--- src/rtl/mmu_fault_pkg.sv ---
package mmu_fault_pkg;

  localparam int N_CAUSE = 5;
  localparam int FS_W    = 4;
  localparam int DOM_W   = 4;

  // cause index doubles as priority rank: 0 is most urgent
  typedef enum logic [2:0] {
    CZ_ALIGN  = 3'd0,
    CZ_XLATE  = 3'd1,
    CZ_DOMAIN = 3'd2,
    CZ_PERM   = 3'd3,
    CZ_EXT    = 3'd4
  } cause_e;

  typedef struct packed {
    logic          hit;
    logic [FS_W-1:0] code;
    logic          dom_ok;
  } verdict_t;

  function automatic logic [FS_W-1:0] cause_code(input int idx, input logic page,
                                                 input logic align_alt);
    logic [FS_W-1:0] c;
    case (idx)
      0:       c = align_alt ? 4'b0011 : 4'b0001;
      1:       c = {2'b01, page, 1'b1};
      2:       c = {2'b10, page, 1'b1};
      3:       c = {2'b11, page, 1'b1};
      default: c = {2'b10, page, 1'b0};
    endcase
    return c;
  endfunction

endpackage

--- src/rtl/fault_qualify.sv ---
module fault_qualify
  import mmu_fault_pkg::*;
(
  input  logic               is_data,
  input  logic               cacheable,
  input  logic               bufferable,
  input  logic               is_read,
  input  logic [N_CAUSE-1:0] raw,
  output logic [N_CAUSE-1:0] qual
);
  // external abort eligibility differs between data and fetch paths
  logic ext_ok;

  always_comb begin
    if (is_data) ext_ok = !cacheable && (!bufferable || is_read);
    else         ext_ok = !cacheable;
  end

  always_comb begin
    qual            = raw;
    qual[CZ_ALIGN]  = raw[CZ_ALIGN] && is_data;
    qual[CZ_EXT]    = raw[CZ_EXT] && ext_ok;
  end
endmodule

--- src/rtl/fault_prio_enc.sv ---
module fault_prio_enc
  import mmu_fault_pkg::*;
#(
  parameter bit ALIGN_ALT = 1'b0
) (
  input  logic               clk,
  input  logic               rst_n,
  input  logic [N_CAUSE-1:0] qual,
  input  logic               page,
  output verdict_t           verdict
);
  logic [N_CAUSE-1:0] win;
  logic               taken;

  always_comb begin
    taken = 1'b0;
    win   = '0;
    for (int i = 0; i < N_CAUSE; i++) begin
      win[i] = qual[i] && !taken;
      taken  = taken | qual[i];
    end
  end

  logic [FS_W-1:0] code_or [N_CAUSE+1];
  assign code_or[0] = '0;

  generate
    for (genvar g = 0; g < N_CAUSE; g++) begin : g_code
      assign code_or[g+1] = code_or[g] |
                            (win[g] ? cause_code(g, page, ALIGN_ALT) : '0);
    end
  endgenerate

  always_comb begin
    verdict.hit    = |win;
    verdict.code   = code_or[N_CAUSE];
    verdict.dom_ok = win[CZ_DOMAIN] | win[CZ_PERM] | win[CZ_EXT];
  end

  // single winner: R1
  p_single_winner_r1: assert property (@(posedge clk) disable iff (!rst_n)
    $onehot0(win));

  // a winner exists whenever any qualified cause is present: R1
  p_hit_iff_cause_r1: assert property (@(posedge clk) disable iff (!rst_n)
    (|qual) |-> verdict.hit);

  // only legal code shapes: R2
  p_code_shape_r2: assert property (@(posedge clk) disable iff (!rst_n)
    verdict.hit |-> (verdict.code[0] || verdict.code == 4'b1000 ||
                     verdict.code == 4'b1010));
endmodule

--- src/rtl/fault_status_regs.sv ---
module fault_status_regs
  import mmu_fault_pkg::*;
#(
  parameter int ADDR_W = 32
) (
  input  logic              clk,
  input  logic              rst_n,
  input  logic              wr_en,
  input  logic              is_data,
  input  logic [FS_W-1:0]   code,
  input  logic [DOM_W-1:0]  dom,
  input  logic [ADDR_W-1:0] mva,
  output logic [FS_W+DOM_W-1:0] dsr_q,
  output logic [FS_W+DOM_W-1:0] fsr_q,
  output logic [ADDR_W-1:0]     far_q
);
  localparam int SR_W = FS_W + DOM_W;

  logic [SR_W-1:0] entry;
  assign entry = {dom, code};

  always_ff @(posedge clk or negedge rst_n) begin
    if (!rst_n) begin
      dsr_q <= '0;
      fsr_q <= '0;
      far_q <= '0;
    end else if (wr_en) begin
      if (is_data) begin
        dsr_q <= entry;
        far_q <= mva;
      end else begin
        fsr_q <= entry;
      end
    end
  end

  // idle cycles leave everything alone: R8
  p_idle_hold_r8: assert property (@(posedge clk) disable iff (!rst_n)
    !wr_en |=> ($stable(dsr_q) && $stable(fsr_q) && $stable(far_q)));

  // fetch capture keeps data side and address: R6
  p_fetch_keeps_far_r6: assert property (@(posedge clk) disable iff (!rst_n)
    (wr_en && !is_data) |=> ($stable(far_q) && $stable(dsr_q)));

  // data capture keeps fetch side: R5
  p_data_keeps_fsr_r5: assert property (@(posedge clk) disable iff (!rst_n)
    (wr_en && is_data) |=> $stable(fsr_q));

  // address lands in FAR on a data capture: R5
  p_far_loaded_r5: assert property (@(posedge clk) disable iff (!rst_n)
    (wr_en && is_data) |=> (far_q == $past(mva)));
endmodule

--- src/rtl/fault_read_mux.sv ---
module fault_read_mux
  import mmu_fault_pkg::*;
#(
  parameter int ADDR_W = 32,
  parameter int DATA_W = 32
) (
  input  logic                  clk,
  input  logic                  rst_n,
  input  logic [1:0]            sel,
  input  logic [FS_W+DOM_W-1:0] dsr,
  input  logic [FS_W+DOM_W-1:0] fsr,
  input  logic [ADDR_W-1:0]     far,
  output logic [DATA_W-1:0]     rdata
);
  localparam int SR_W = FS_W + DOM_W;

  always_comb begin
    rdata = '0;
    case (sel)
      2'd0:    rdata[SR_W-1:0]   = dsr;
      2'd1:    rdata[SR_W-1:0]   = fsr;
      2'd2:    rdata[ADDR_W-1:0] = far;
      default: rdata = '0;
    endcase
  end

  // status views carry no bits above the entry: R10
  p_upper_zero_r10: assert property (@(posedge clk) disable iff (!rst_n)
    (sel != 2'd2) |-> (rdata[DATA_W-1:SR_W] == '0));
endmodule

--- src/rtl/mmu_fault_capture.sv ---
module mmu_fault_capture
  import mmu_fault_pkg::*;
#(
  parameter int ADDR_W    = 32,
  parameter int DATA_W    = 32,
  parameter bit ALIGN_ALT = 1'b0
) (
  input  logic              clk,
  input  logic              rst_n,
  input  logic              abort_req,
  input  logic              abort_is_data,
  input  logic              flt_align,
  input  logic              flt_xlate,
  input  logic              flt_domain,
  input  logic              flt_perm,
  input  logic              flt_ext,
  input  logic              acc_page,
  input  logic              acc_cacheable,
  input  logic              acc_bufferable,
  input  logic              acc_read,
  input  logic [DOM_W-1:0]  dom_in,
  input  logic [ADDR_W-1:0] mva_in,
  input  logic [1:0]        rd_sel,
  output logic [DATA_W-1:0] rd_data
);
  localparam int SR_W = FS_W + DOM_W;
  localparam logic [FS_W-1:0] ALIGN_CODE = ALIGN_ALT ? 4'b0011 : 4'b0001;

  logic [N_CAUSE-1:0] raw, qual;
  verdict_t           verdict;
  logic               wr_en;
  logic [DOM_W-1:0]   dom_w;
  logic [SR_W-1:0]    dsr, fsr;
  logic [ADDR_W-1:0]  far;

  always_comb begin
    raw            = '0;
    raw[CZ_ALIGN]  = flt_align;
    raw[CZ_XLATE]  = flt_xlate;
    raw[CZ_DOMAIN] = flt_domain;
    raw[CZ_PERM]   = flt_perm;
    raw[CZ_EXT]    = flt_ext;
  end

  fault_qualify u_qual (
    .is_data    (abort_is_data),
    .cacheable  (acc_cacheable),
    .bufferable (acc_bufferable),
    .is_read    (acc_read),
    .raw        (raw),
    .qual       (qual)
  );

  fault_prio_enc #(.ALIGN_ALT(ALIGN_ALT)) u_prio (
    .clk     (clk),
    .rst_n   (rst_n),
    .qual    (qual),
    .page    (acc_page),
    .verdict (verdict)
  );

  assign wr_en = abort_req && verdict.hit;
  assign dom_w = verdict.dom_ok ? dom_in : '0;

  fault_status_regs #(.ADDR_W(ADDR_W)) u_regs (
    .clk     (clk),
    .rst_n   (rst_n),
    .wr_en   (wr_en),
    .is_data (abort_is_data),
    .code    (verdict.code),
    .dom     (dom_w),
    .mva     (mva_in),
    .dsr_q   (dsr),
    .fsr_q   (fsr),
    .far_q   (far)
  );

  fault_read_mux #(.ADDR_W(ADDR_W), .DATA_W(DATA_W)) u_rd (
    .clk   (clk),
    .rst_n (rst_n),
    .sel   (rd_sel),
    .dsr   (dsr),
    .fsr   (fsr),
    .far   (far),
    .rdata (rd_data)
  );

  // fetch side never records misalignment: R7
  p_fetch_no_align_r7: assert property (@(posedge clk) disable iff (!rst_n)
    (wr_en && !abort_is_data) |=> (fsr[FS_W-1:0] != ALIGN_CODE));

  // early-stage faults carry a zero domain: R4
  p_dom_blank_r4: assert property (@(posedge clk) disable iff (!rst_n)
    (wr_en && abort_is_data && (flt_align || flt_xlate)) |=> (dsr[SR_W-1:FS_W] == '0));
endmodule

--- config.mk ---
export PLATFORM = sky130hd
export DESIGN_NAME = mmu_fault_capture
export DESIGN_NICKNAME = d
export VERILOG_FILES = /design/src/rtl/mmu_fault_pkg.sv /design/src/rtl/fault_qualify.sv /design/src/rtl/fault_prio_enc.sv /design/src/rtl/fault_status_regs.sv /design/src/rtl/fault_read_mux.sv /design/src/rtl/mmu_fault_capture.sv
export SDC_FILE = /design/constraint.sdc
export NUM_CORES = 1
export LEC_CHECK = 0
export BUFFER_PORTS_ARGS = -buffer_cell sky130_fd_sc_hd__buf_4
export CORE_MARGIN = 5
export CORE_UTILIZATION = 54
export DETAILED_ROUTE_END_ITERATION = 8
export HOLD_SLACK_MARGIN = 0.15
export PLACE_DENSITY = 0.84
export SYNTH_ARGS = -nofsm -noshare
export SYNTH_HDL_FRONTEND = slang
export SYNTH_HIERARCHICAL = 1
export SYNTH_SLANG_ARGS = --single-unit
--- constraint.sdc ---
create_clock -name clk -period 2.8 [get_ports clk]
set_input_delay 0.56 -clock clk [delete_from_list [all_inputs] [get_ports clk]]
set_output_delay 0.56 -clock clk [all_outputs]
set_load 0.05 [all_outputs]
==> impl_results.md, run 1 <==
* Status: finished clean
* Syn. warnings at 6
* Most common cell on crit path: and2_1
* Distinct cells, synth at 21
* Tcrit/Tclk final at 80.1%
* Initial antenna violation count at 0
* Slew headroom at 50.7%
* EDFF count, synth at 0
* TritonRoute pass-1 iters at 4
* Die width at 78.6 um
* Largest net degree at the start of global routing at 49
* Multi-input logic area at 0.00116 mm^2
* Vias at 1583
* Most frequent cells after synthesis: dfrtp_1, mux2_4, and2_1
* WL/cell at 17.0 um
* Maxcap violations at 0
* CP top delay family: simple AND/OR/NAND/NOR gates
* Nets at 302
* WP data arrival at 2.43 ns
* Cells after Synth at 172
* Flops & latches, synth at 48
* First-pass GRT wire length at 8.29 mm
* DRC errors left at 0
* Setup Buffers After CTS at 0
* Worst EP required at 2.98 ns
* Vias in the first global route at 1672
* Clk buf depth at 2
* Placed cell count at 298
* Buffers added on ports at 82
* Final min period at 2.24 ns
* Synth Cell Area at 0.00254 mm^2
* Synth top area share at 47.2%
* Timing-limited maximum frequency at 446 MHz
* Worst R2R Path Depth at 1
* Largest family of logic cells by synthesized area: multiplexers
* # rows at 25
* Area Growth Syn to Fin at 26.1%
* I/O pins at 83
* Die height at 78.6 um
* Wire length after detailed routing at 5.21 mm
* DP Worst Slack at 0.244 ns
* Initial detailed-routing violation count at 91
* Vias per cell at 5.17
* Total core area at 0.00466 mm^2
* Final hold vios at 0
* Global route overflow at 0
* FILL cells at 337
* Worst r2r src: u_regs/dsr_q[4]$_DFFE_PN0P_
* Sequential area share after synthesis at 47.2%
* CTS tree: done
* Biggest area consumer among synthesized cells: dfrtp_1
* Simple-Gate Fraction of Synth Area at 10.7%
* Final std cells w/o fill at 306
* Dpl cell area at 0.00311 mm^2
* VDD IR max at 238 uV
* CP bufs+invs at 2
* Top post-synthesis cells by area: dfrtp_1, mux2_4, and2_1
* WS Path Type: input pin to flip-flop
* Adder-Cell Fraction of Synth Area at 0%
* Power, Total at 1840 uW
* Layout cells sized above 1 at 57.5%
* GPL Wtd Cong at 0.711
* Antenna cells at 0
* Hold Buf Count CTS at 0
* Setup TNS Final at 0 ns
* Mux contribution to synthesized area at 31.5%
* Num CTS Buffers at 5
* Synthesized Nets at 223
* Area fraction in compound gates after synthesis at 3.54%
* CTS-repair resized insts at 0
* CTS Root Cell: clkbuf_8
* Worst slew pin tran at 0.734 ns
* Clock Pin Slew Worst Setup and Hold Paths at 0.09 ns
* Worst-Skew Late Latency at 0.29 ns
* Lkg Pwr at 0.00168 uW
* Hold Path Class: input pin to asynchronous set/reset pin
* Number of H-tree levels at 2
* Design area at 0.00321 mm^2
* Worst Setup End Kind: flip-flop
* CP Cell Sequence: buf_4 -> and2_1 -> or4_4 -> or2_1 -> and2_1 -> nand2_4 -> buf_12 -> mux2_4
* Fin. max-slew vios at 0
* Reg2reg setup slack at 2.02 ns
* Count of final setup violators at 0
* Antenna viol nets, final at 0
* Clk sinks at 48
* Fraction of registers with async set/reset at 100%
* Max FO, Critical Path at 26
* Worst path slowest cell: or4_4
* Unrepaired setup endpoints after global routing: false
* Avg Cell Area, Syn at 14.8 um^2
* Max stage delay on crit path at 0.52 ns
* PnR worst setup slack at 0.556 ns
* Tot GR Track Use at 17.4%
* Fin Clk Skew at 0 ns
* FF-to-FF End: u_regs/dsr_q[4]$_DFFE_PN0P_
* Setup crit start kind: input pin
* PD cells at 575 mW/mm^2
* Starting Density at 54.6%
* Top FF cell, synth: dfrtp_1
* Register Area at 0.00120 mm^2
* Die area at 0.00618 mm^2
* XOR/XNOR share of the synthesized area at 0%
* DP HPWL at 3.82 mm
==> metal layers <==
metal | GRT usage (%) | part of all wire (%) | vias to the layer above
met5 | 0 | 0 | -
met1 | 20.9 | 42 | 772
met3 | 5.16 | 7.6 | 6
met4 | 6.12 | 1.3 | 0
met2 | 29.6 | 49 | 58
li1 | - | - | 747
==> cells by family after synthesis <==
logic type,Yosys count
AOI/OAI and AO/OA,10
DFF,48
and+or+nand+nor,41
buffers and inverters,17
muxes,56
==> cells in the final DEF, fill, tap and decap left out, types with 2 or more instances in the layout <==
| cell type | instances |
|---|---|
| clkbuf_8 | 6 |
| inv_1 | 3 |
| nor3_1 | 2 |
| buf_12 | 2 |
| nand2b_1 | 2 |
| o2bb2ai_1 | 8 |
| buf_4 | 84 |
| mux2_4 | 48 |
| dfrtp_1 | 48 |
| and2_1 | 30 |
| mux2i_1 | 8 |
==> area by class of cell <==
class                      count  share of cell area (%)
tap                           54                    2.11
sequential                    48                    37.4
inverter                       3                   0.351
multi-input combinational    107                    36.3
clock inverter                 1                   0.234
timing repair buffer          86                    20.9
clock buffer                   7                    2.69
==> sequential cells by signal, indices dropped and copies added (netlist names) <==
name          count
u_regs/dsr_q      8
u_regs/far_q     32
u_regs/fsr_q      8
==> through the flow <==
step	hold WS, ns	utilization (%)
3_5_place_dp	0.487	66.8
2_1_floorplan	0.264	-
4_1_cts	0.271	68.8
3_3_place_gp	0.482	66.8
5_1_grt	0.296	68.8
6_report	0.252	68.8
==> worst max-delay path by stage <==
stage                              from  slack, ns  depth (start not counted)                            to
final                     abort_is_data       0.56                          8   u_regs/far_q[1]$_DFFE_PN0P_
after global routing      abort_is_data       0.49                          8   u_regs/far_q[1]$_DFFE_PN0P_
after CTS                 abort_is_data       0.57                          8  u_regs/far_q[28]$_DFFE_PN0P_
after detailed placement  abort_is_data       0.24                          8   u_regs/far_q[8]$_DFFE_PN0P_
after global placement    abort_is_data       0.27                          8  u_regs/far_q[19]$_DFFE_PN0P_
after floorplan               flt_align       0.49                          7   u_regs/dsr_q[0]$_DFFE_PN0P_
==> power breakdown <==
group | switching (uW) | total, uW | leakage [uW] | internal [uW]
logic | 272 | 558 | 0.00106 | 286
registers | 58.4 | 857 | 0.000575 | 799
clock network | 228 | 429 | 0.0000445 | 201
Power figures use the tool's default switching activity.
==> run 2, diff against run 1 <==
--- a/config.mk
+++ b/config.mk
@@ -7,10 +7,10 @@
 export LEC_CHECK = 0
 export BUFFER_PORTS_ARGS = -buffer_cell sky130_fd_sc_hd__buf_4
 export CORE_MARGIN = 5
-export CORE_UTILIZATION = 54
+export CORE_UTILIZATION = 46
 export DETAILED_ROUTE_END_ITERATION = 8
 export HOLD_SLACK_MARGIN = 0.15
-export PLACE_DENSITY = 0.84
+export PLACE_DENSITY = 0.76
 export SYNTH_ARGS = -nofsm -noshare
 export SYNTH_HDL_FRONTEND = slang
 export SYNTH_HIERARCHICAL = 1
==> constraint.sdc (replaced) <==
create_clock -name clk -period 1.93 [get_ports clk]
set_input_delay 0.386 -clock clk [delete_from_list [all_inputs] [get_ports clk]]
set_output_delay 0.386 -clock clk [all_outputs]
set_load 0.05 [all_outputs]
==> impl_results.md, run 2 (synthesis results as in run 1) <==
* Status: finished clean
* Dpl cell area at 0.00326 mm^2 (+4.8%)
* Antenna cells at 0 (unchanged)
* Final hold vios at 0 (unchanged)
* Max FO, Critical Path at 6 (-77%)
* Hold Path Class: input pin to flip-flop
* Fin Clk Skew at 0 ns (unchanged)
* Power, Total at 3080 uW (+67%)
* Buffers added on ports at 82 (unchanged)
* Clk sinks at 48 (unchanged)
* Post-route core utilization at 63.1% (-5.7 points)
* Total core area at 0.00544 mm^2 (+17%)
* DP Worst Slack at -0.243 ns (-0.487 ns)
* DP HPWL at 4.02 mm (+5.2%)
* Num CTS Buffers at 5 (unchanged)
* DRC errors left at 0 (unchanged)
* Nets at 315 (+4.3%)
* Initial detailed-routing violation count at 75 (-18%)
* Most frequent cells in the layout: buf_4, mux2_4, dfrtp_1, and2_1
* Worst-Skew Late Latency at 0.30 ns (about the same)
* Worst EP required at 2.12 ns (-0.86 ns)
* Initial antenna violation count at 0 (unchanged)
* Largest register FFs at 32 (unchanged)
* Antenna viol nets, final at 0 (unchanged)
* Tcrit/Tclk final at 96.3%
* Die width at 84.4 um (+7.3%)
* Setup crit start kind: input pin
* Vias per cell at 4.80 (-7.3%)
* Fin Hold WS at 0.309 ns (+0.0578 ns)
* Die height at 84.4 um (+7.3%)
* Tot GR Track Use at 15.9% (-1.5 points)
* Clk buf depth at 2 (unchanged)
* Vias in the first global route at 1848 (+11%)
* Starting Density at 46.8% (-7.8 points)
* Final min period at 1.86 ns
* Maxcap violations at 0 (unchanged)
* Layout cells sized above 1 at 60.0% (+2.5 points)
* WS Path Type: input pin to flip-flop
* Largest Register: u_regs/far_q
* Largest registers: u_regs/far_q: 32 flops, u_regs/dsr_q: 8 flops, u_regs/fsr_q: 8 flops
* WP data arrival at 2.05 ns (-0.38 ns)
* # rows at 27 (+8.0%)
* First-pass GRT wire length at 9.16 mm (+10%)
* Fin. max-slew vios at 0 (unchanged)
* Commonest non-fill, non-tap cell in the layout: buf_4
* WHS Endpoint: u_regs/far_q[30]$_DFFE_PN0P_
* GPL Wtd Cong at 0.741 (+4.1%)
* Largest net degree at the start of global routing at 49 (unchanged)
* Worst r2r src: u_regs/far_q[3]$_DFFE_PN0P_
* Design area at 0.00343 mm^2 (+7.0%)
* Count of final setup violators at 0 (unchanged)
* Number of H-tree levels at 2 (unchanged)
* Hold path depth at 2
* Clock Pin Slew Worst Setup and Hold Paths at 0.09 ns (about the same)
* PnR worst setup slack at 0.0723 ns (-0.484 ns)
* Die area at 0.00712 mm^2 (+15%)
* PD cells at 896 mW/mm^2 (+56%)
* Slew headroom at 57.3% (+6.6 points)
* Lkg Pwr at 0.00178 uW (+6.2%)
* Area Growth Syn to Fin at 34.9%
* Worst R2R Path Depth at 1 (unchanged)
* Timing-limited maximum frequency at 538 MHz
* Worst Setup End Kind: flip-flop
* CTS Root Cell: clkbuf_8
* VDD IR max at 347 uV (+46%)
* TritonRoute pass-1 iters at 2 (-2)
* Reg2reg setup slack at 1.16 ns (-0.86 ns)
* Worst slew pin tran at 0.635 ns (-0.0983 ns)
* WL/cell at 16.0 um (-5.9%)
* FF-to-FF End: u_regs/far_q[3]$_DFFE_PN0P_
* I/O pins at 83 (unchanged)
* Hold path startpoint: mva_in[30]
* Vias at 1616 (+2.1%)
* CTS tree: done
* Wire length after detailed routing at 5.40 mm (+3.6%)
* Global route overflow at 0 (unchanged)
* Unrepaired setup endpoints after global routing: false
[run 2: cell type report]
| class | instances | area, um^2 |
|---|---|---|
| clock buffer | 5 | 68.8 |
| clock inverter | 3 | 90.1 |
| fill | 440 | 2010 |
| inverter | 3 | 11.3 |
| multi-input combinational | 107 | 1170 |
| sequential | 48 | 1200 |
| tap | 72 | 90.1 |
| timing repair buffer | 99 | 796 |
[run 2: how the worst max path moves through the flow]
stage / start / to / slack (ns) / cells past startpoint
floorplan: flt_xlate / u_regs/fsr_q[0]$_DFFE_PN0P_ / -0.13 / 7
CTS: flt_align / u_regs/dsr_q[7]$_DFFE_PN0P_ / 0.08 / 8
global route: flt_align / u_regs/fsr_q[2]$_DFFE_PN0P_ / 0.01 / 8
global placement: flt_align / u_regs/far_q[11]$_DFFE_PN0P_ / -0.21 / 8
finish: flt_align / u_regs/dsr_q[7]$_DFFE_PN0P_ / 0.07 / 8
detailed placement: flt_align / u_regs/dsr_q[7]$_DFFE_PN0P_ / -0.24 / 8
[run 2: per-layer routing]
| metal | wire (um) | vias to the layer above | track usage (%) |
|---|---|---|---|
| met5 | 0 | - | 0 |
| met2 | 2800 | 46 | 27.5 |
| met4 | 57 | 0 | 5.61 |
| li1 | - | 774 | - |
| met1 | 2290 | 792 | 19.6 |
| met3 | 261 | 4 | 3.43 |
[run 2: through the flow]
step	cells	setup TNS, ns
6_report	337	0
3_3_place_gp	328	-9.52
2_1_floorplan	172	-6.06
3_5_place_dp	328	-11.04
4_1_cts	337	0
5_1_grt	337	0
[run 2: power by group]
part	total, uW	internal (uW)	switching [uW]
sequential	1240	1160	84.9
clock	992	648	345
combinational	839	439	400
total	3080	2250	829
[run 2: worst max-delay path, cell delays in order]
cell and delay [ns]:
buf_4 0.10, and2_1 0.16, or4_4 0.42, or2_1 0.23, and2_4 0.18, nand2_8 0.09, buf_4 0.17, mux2_4 0.30
[run 2: repair_timing]
action	CTS	global route
hold buffers	1	0
endpoints found under the hold margin	48	0
buffers inserted	0	0
endpoints found under the setup margin	0	0
gates resized for setup	0	0
